<file path="src/rtl/tick_irq_pkg.sv">
package tick_irq_pkg;
  localparam int SRC_N     = 6;
  localparam int TMR_BIT   = 5;
  localparam int LINE_N    = 2;
  localparam int AD_CTRL   = 0;
  localparam int AD_MASK0  = 1;
  localparam int AD_TMR_HI = 3;
  localparam int AD_TMR_LO = 4;
  localparam int CTRL_W    = 3;
  localparam int CTRL_TSEL = 2;
endpackage

</file>
<file path="src/rtl/tick_irq_timer.sv">
module tick_irq_timer #(
  parameter int CNT_W = 12
) (
  input  logic             clk,
  input  logic             rst,
  input  logic             load,
  input  logic [CNT_W-1:0] load_val,
  input  logic [CNT_W-1:0] reload_val,
  input  logic             tick,
  output logic             expire,
  output logic [CNT_W-1:0] cnt,
  output logic             run
);
  logic [CNT_W-1:0] cnt_q;
  logic             run_q;
  logic             at_one;

  assign at_one = (cnt_q == CNT_W'(1));
  assign expire = run_q & tick & ~load & at_one;
  assign cnt    = cnt_q;
  assign run    = run_q;

  always_ff @(posedge clk) begin
    if (rst) begin
      cnt_q <= '0;
      run_q <= 1'b0;
    end else if (load) begin
      cnt_q <= load_val;
      run_q <= |load_val;
    end else if (run_q && tick) begin
      if (at_one) begin
        cnt_q <= reload_val;
        run_q <= |reload_val;
      end else begin
        cnt_q <= cnt_q - CNT_W'(1);
      end
    end
  end
endmodule

</file>
<file path="src/rtl/tick_irq_flags.sv">
module tick_irq_flags #(
  parameter int SRC_N  = 6,
  parameter int STICKY = 5
) (
  input  logic             clk,
  input  logic             rst,
  input  logic [SRC_N-1:0] en_next,
  input  logic [SRC_N-1:0] events,
  input  logic             rd_clr,
  output logic [SRC_N-1:0] flags
);
  localparam logic [SRC_N-1:0] KEEP = SRC_N'(1) << STICKY;
  logic [SRC_N-1:0] flags_q;
  logic [SRC_N-1:0] survive;

  assign survive = rd_clr ? (flags_q & KEEP) : flags_q;
  assign flags   = flags_q;

  always_ff @(posedge clk) begin
    if (rst) flags_q <= '0;
    else     flags_q <= (survive | events) & en_next;
  end
endmodule

</file>
<file path="src/rtl/tick_irq_router.sv">
module tick_irq_router #(
  parameter int CNT_W  = 12,
  parameter int DATA_W = 8,
  parameter int ADDR_W = 3
) (
  input  logic              clk,
  input  logic              rst,
  input  logic              wr_en,
  input  logic              rd_en,
  input  logic [ADDR_W-1:0] addr,
  input  logic [DATA_W-1:0] wr_data,
  output logic [DATA_W-1:0] rd_data,
  input  logic              fast_tick,
  input  logic              line_tick,
  input  logic              ev_hbord,
  input  logic              ev_vbord,
  input  logic              ev_serial,
  input  logic              ev_key,
  input  logic              ev_cart,
  output logic              irq_n,
  output logic              firq_n
);
  import tick_irq_pkg::*;
  localparam int HI_W = CNT_W - DATA_W;

  logic [CTRL_W-1:0]            ctrl_q;
  logic [HI_W-1:0]              hi_q;
  logic [DATA_W-1:0]            lo_q;
  logic [LINE_N-1:0][SRC_N-1:0] en_q, en_next, flags;
  logic [LINE_N-1:0]            int_n_q;
  logic [SRC_N-1:0]             events;
  logic [DATA_W-1:0]            rd_val;
  logic                         tmr_load, tmr_tick, tmr_ev, tmr_run;
  logic [CNT_W-1:0]             tmr_cnt;

  assign tmr_load = wr_en && (addr == ADDR_W'(AD_TMR_HI));
  assign tmr_tick = ctrl_q[CTRL_TSEL] ? line_tick : fast_tick;

  tick_irq_timer #(.CNT_W(CNT_W)) u_timer (
    .clk        (clk),
    .rst        (rst),
    .load       (tmr_load),
    .load_val   ({wr_data[HI_W-1:0], lo_q}),
    .reload_val ({hi_q, lo_q}),
    .tick       (tmr_tick),
    .expire     (tmr_ev),
    .cnt        (tmr_cnt),
    .run        (tmr_run)
  );

  assign events = {tmr_ev, ev_hbord, ev_vbord, ev_serial, ev_key, ev_cart};

  for (genvar g = 0; g < LINE_N; g++) begin : g_line
    logic hit_mask;
    assign hit_mask   = (addr == ADDR_W'(AD_MASK0 + g));
    assign en_next[g] = (wr_en && hit_mask) ? wr_data[SRC_N-1:0] : en_q[g];

    tick_irq_flags #(.SRC_N(SRC_N), .STICKY(TMR_BIT)) u_flags (
      .clk     (clk),
      .rst     (rst),
      .en_next (en_next[g]),
      .events  (events),
      .rd_clr  (rd_en && hit_mask),
      .flags   (flags[g])
    );

    always_ff @(posedge clk) begin
      if (rst) begin
        en_q[g]    <= '0;
        int_n_q[g] <= 1'b1;
      end else begin
        en_q[g]    <= en_next[g];
        int_n_q[g] <= ~(ctrl_q[g] & (|flags[g]));
      end
    end
  end

  assign irq_n  = int_n_q[0];
  assign firq_n = int_n_q[1];

  always_comb begin
    rd_val = '0;
    if (addr == ADDR_W'(AD_CTRL))        rd_val = DATA_W'(ctrl_q);
    else if (addr == ADDR_W'(AD_MASK0))  rd_val = DATA_W'(flags[0]);
    else if (addr == ADDR_W'(AD_MASK0 + 1)) rd_val = DATA_W'(flags[1]);
    else if (addr == ADDR_W'(AD_TMR_HI)) rd_val = DATA_W'(hi_q);
    else if (addr == ADDR_W'(AD_TMR_LO)) rd_val = lo_q;
  end

  always_ff @(posedge clk) begin
    if (rst) begin
      ctrl_q  <= '0;
      hi_q    <= '0;
      lo_q    <= '0;
      rd_data <= '0;
    end else begin
      if (wr_en && addr == ADDR_W'(AD_CTRL))   ctrl_q <= wr_data[CTRL_W-1:0];
      if (tmr_load)                            hi_q   <= wr_data[HI_W-1:0];
      if (wr_en && addr == ADDR_W'(AD_TMR_LO)) lo_q   <= wr_data;
      if (rd_en)                               rd_data <= rd_val;
    end
  end
endmodule

</file>
<file path="config.mk">
export PLATFORM = sky130hd
export DESIGN_NAME = tick_irq_router
export DESIGN_NICKNAME = d
export VERILOG_FILES = /design/src/rtl/tick_irq_pkg.sv /design/src/rtl/tick_irq_timer.sv /design/src/rtl/tick_irq_flags.sv /design/src/rtl/tick_irq_router.sv
export SDC_FILE = /design/constraint.sdc
export NUM_CORES = 1
export LEC_CHECK = 0
export CELL_PAD_IN_SITES_DETAIL_PLACEMENT = 2
export CELL_PAD_IN_SITES_GLOBAL_PLACEMENT = 2
export CORE_AREA = 3 3 99 101
export DETAILED_ROUTE_END_ITERATION = 8
export DIE_AREA = 0 0 102 104
export PLACE_DENSITY = 0.9
export SKIP_CTS_REPAIR_TIMING = 1
export SYNTH_ARGS = -nofsm -noshare
export SYNTH_HDL_FRONTEND = slang
export SYNTH_HIERARCHICAL = 1
export SYNTH_SLANG_ARGS = --single-unit
</file>
<file path="constraint.sdc">
create_clock -name clk -period 2.5 [get_ports clk]
set_clock_uncertainty 0.15 [all_clocks]
set_input_delay 0.375 -clock clk [delete_from_list [all_inputs] [get_ports clk]]
set_output_delay 0.375 -clock clk [all_outputs]
set_load 0.02 [all_outputs]
</file>
==> impl_metrics.yaml <==
yosys:
  yosysTopAreaCell: "dfxtp_1"
  yosysSeqAreaShare_pct: 37.7
  ys_types: 61
  ys_warn_count: 6
  syn_area_um2: 3290
  synthCells: 330
  synthArstFlopShare_pct: 0
  synth.area.top_cells: "dfxtp_1 38%, mux2i_1 6.1%, mux2_4 5.5%"
  synth-seq-cells: 62
  yosysTopAreaCellShare_pct: 37.7
  ys.flop_type: "dfxtp_1"
  mappedNetlistNets: 354
  synth_edf_count: 0
  syn_avg_cell_area_um2: 9.98
sta:
  fin_setup_tns_ns: 0
  min_period_ns: 2.43
  worstMarginPinSlew_ns: 0.920
  setup_slack_ns: 0.0703
  relSlewSlack_pct: 38.7
  hold_viol_final: 0
  rsz0062_at_grt: "false"
  finalSetupViolCount: 0
  clock.fmax_mhz: 412
  fin_crit_sh_pct: 97.2
  slew_viol_final: 0
flow_run:
  drv_cap: 0
critical_path:
  path_cells: "ha_1, or3b_2, or3_4, o32a_1, o21ai_1"
  cp-start-kind: "flop"
  r2r_slack_ns: 0.07
  cp_slowest_cell: "or3_4"
  cp.arrival_ns: 2.54
  slowest_delay_ns: 0.52
  end_kind: "flop"
  cp_max_fo: 14
  crit_required_ns: 2.61
  criticalPathCategory: "reg2reg"
global_route:
  antenna_found_initial: 0
  overflow: 0
  grt_first_pass_wirelength_um: 17900
  grt_pass1_vias: 3196
  grt_max_degree: 28
  track_usage_pct: 21.9
drt:
  dr_total_vias: 2828
  drc: 0
  finalWirelength_um: 11200
  drt_iter0_drc: 165
  vias_per_cell: 5.82
  post_drt_wl_per_cell_um: 23.0
  dr.pass1.iters: 4
  antenna_left: 0
placed_design:
  pre_cts_slack_ns: -0.0517
  place_congestion: 0.836
  dp_hpwl_um: 7870
  port_buffers: 31
clock_tree:
  clk_path_buf_depth: 2
  cts_buffers: 9
  clk_pin_slew_ns: 0.07
  htreeDepth: 3
  worstSkewPairLatency_ns: 0.35
  root_buffer: "clkbuf_8"
  cts_tree: "yes"
  cts.sinks: 62
floorplan:
  dieArea_um2: 10600
  die_h_um: 104
  row_count: 35
  start_util_pct: 36.1
  core_area_um2: 9110
  dieWidth_um: 102
  io_pins: 32
outcome:
  outcome: "complete, no violations"
power:
  p_leak_nw: 1.73
  vdd_drop_max_mv: 0.440
  powerDensity_nw_per_um2: 589
final_layout:
  fillerInstances: 982
  syn_to_final_growth_pct: 20.5
  n_antenna_cell: 0
  drive_gt1_share_pct: 17.1
  finalCoreUtilization_pct: 43.6
  layout.nets: 394
worst_hold_path:
  min_path_type: "reg2reg"
-- layout make-up --
class,instances,area [um2],area share [%]
multi-input combinational,233,1850,46.7
clock buffer,12,145,3.66
sequential,62,1240,31.3
tap,111,139,3.50
inverter,10,37.5,0.946
clock inverter,4,70.1,1.77
timing repair buffer,54,483,12.2
-- state kept, by name (all words and copies together) (netlist names) --
register              flops
lo_q                      8
g_line.u_flags/flags     12
rd_data                   8
ctrl_q                    3
u_timer/run               1
irq_n                     1
en_q                     12
hi_q                      4
firq_n                    1
u_timer/cnt              12
-- critical path: cells and delay by family (launching register included) --
family                     cells  cell delay [ns]
and+or+nand+nor                2             1.03
AOI/OAI and AO/OA              2             0.48
DFF                            1             0.45
adders and majority gates      1             0.22
-- layer usage --
layer	vias up	share of wire [%]	track usage [%]
met5	-	0	0
met4	0	1.9	7.59
met3	18	2.2	3.15
met2	53	53	38.5
met1	1434	43	26.7
li1	1323	-	-
-- logic make-up (layout without fill, tap and decap cells) --
group / Yosys count / in the layout / share of synthesized area, %
AO/OA/AOI/OAI: 74 / 74 / 18.2
AND/OR/NAND/NOR: 119 / 119 / 24.0
adder cells (fa/ha/maj): 2 / 2 / 0.760
multiplexers: 34 / 34 / 12.2
flip-flops: 62 / 62 / 37.7
buffers and inverters: 35 / 80 / 6.04
XOR/XNOR: 4 / 4 / 1.06
-- cells in the mapped netlist (all sizes together) (2+ instances only) --
| cell | count |
|---|---|
| nand3 | 3 |
| clkbuf | 11 |
| or3 | 2 |
| o32ai | 3 |
| inv | 10 |
| o31ai | 3 |
| o211a | 12 |
| nor3b | 3 |
| nor2b | 11 |
| and2 | 12 |
| nand3b | 5 |
| nor2 | 30 |
| or4 | 7 |
| o311ai | 2 |
| dfxtp | 62 |
| nand4b | 2 |
| a21o | 2 |
| a211o | 4 |
| a21oi | 4 |
| and4bb | 4 |
| nor4b | 2 |
| and3b | 4 |
| nor4 | 7 |
| nor4bb | 9 |
| o32a | 2 |
| a311oi | 6 |
| a22oi | 13 |
| ha | 2 |
| xor2 | 3 |
| o41ai | 3 |
| mux2i | 20 |
| nor3 | 2 |
| o22ai | 7 |
| mux2 | 14 |
| o21ai | 8 |
| buf | 14 |
| nand2 | 10 |
| nand2b | 2 |
-- path summary, 6_finish.rpt --
| kind | cells after the start | start | endpoint |
|---|---|---|---|
| setup / recovery | 5 | u_timer/cnt[0] | u_timer/cnt[5] |
| hold / removal | 1 | ctrl_q[1] | firq_n |
| setup reg to reg | 5 | u_timer/cnt[0] | u_timer/cnt[5] |
| hold reg to reg | 1 | ctrl_q[1] | firq_n |
-- report_power, final --
part           total [mW]  internal [mW]  switching (mW)
Clock               0.993          0.586           0.407
Combinational       0.308          0.145           0.164
Sequential           1.04           1.01          0.0260
Total                2.34           1.74           0.597
-- through the flow --
step	cells	total power [mW]	hold WS (ns)	instance area, um2
2_1_floorplan	330	1.23	0.237	3290
3_3_place_gp	470	1.34	0.303	3750
3_5_place_dp	470	1.36	0.318	3750
4_1_cts	486	2.36	0.335	3970
5_1_grt	486	2.44	0.340	3970
6_report	486	2.34	0.324	3970
-- cells in the final DEF, fill, tap and decap left out, types with 3 or more instances in the layout --
| cell type | count |
|---|---|
| mux2_4 | 12 |
| o211a_1 | 12 |
| inv_1 | 10 |
| xor2_1 | 3 |
| clkdlybuf4s50_1 | 31 |
| nand2_1 | 10 |
| a211o_1 | 4 |
| o31ai_1 | 3 |
| and4bb_1 | 4 |
| or4_1 | 5 |
| nand3b_1 | 5 |
| and2_1 | 12 |
| mux2i_1 | 20 |
| nor2b_1 | 11 |
| nor4bb_1 | 9 |
| a311oi_1 | 4 |
| nor4_1 | 7 |
| dfxtp_1 | 62 |
| a21oi_1 | 4 |
| o41ai_1 | 3 |
| o21ai_0 | 7 |
| o22ai_1 | 7 |
| clkbuf_8 | 10 |
| buf_4 | 23 |
| nor2_1 | 30 |
| nand3_1 | 3 |
| a22oi_1 | 13 |
| and3b_1 | 4 |
Note: power is estimated with default switching activity, not from simulation.
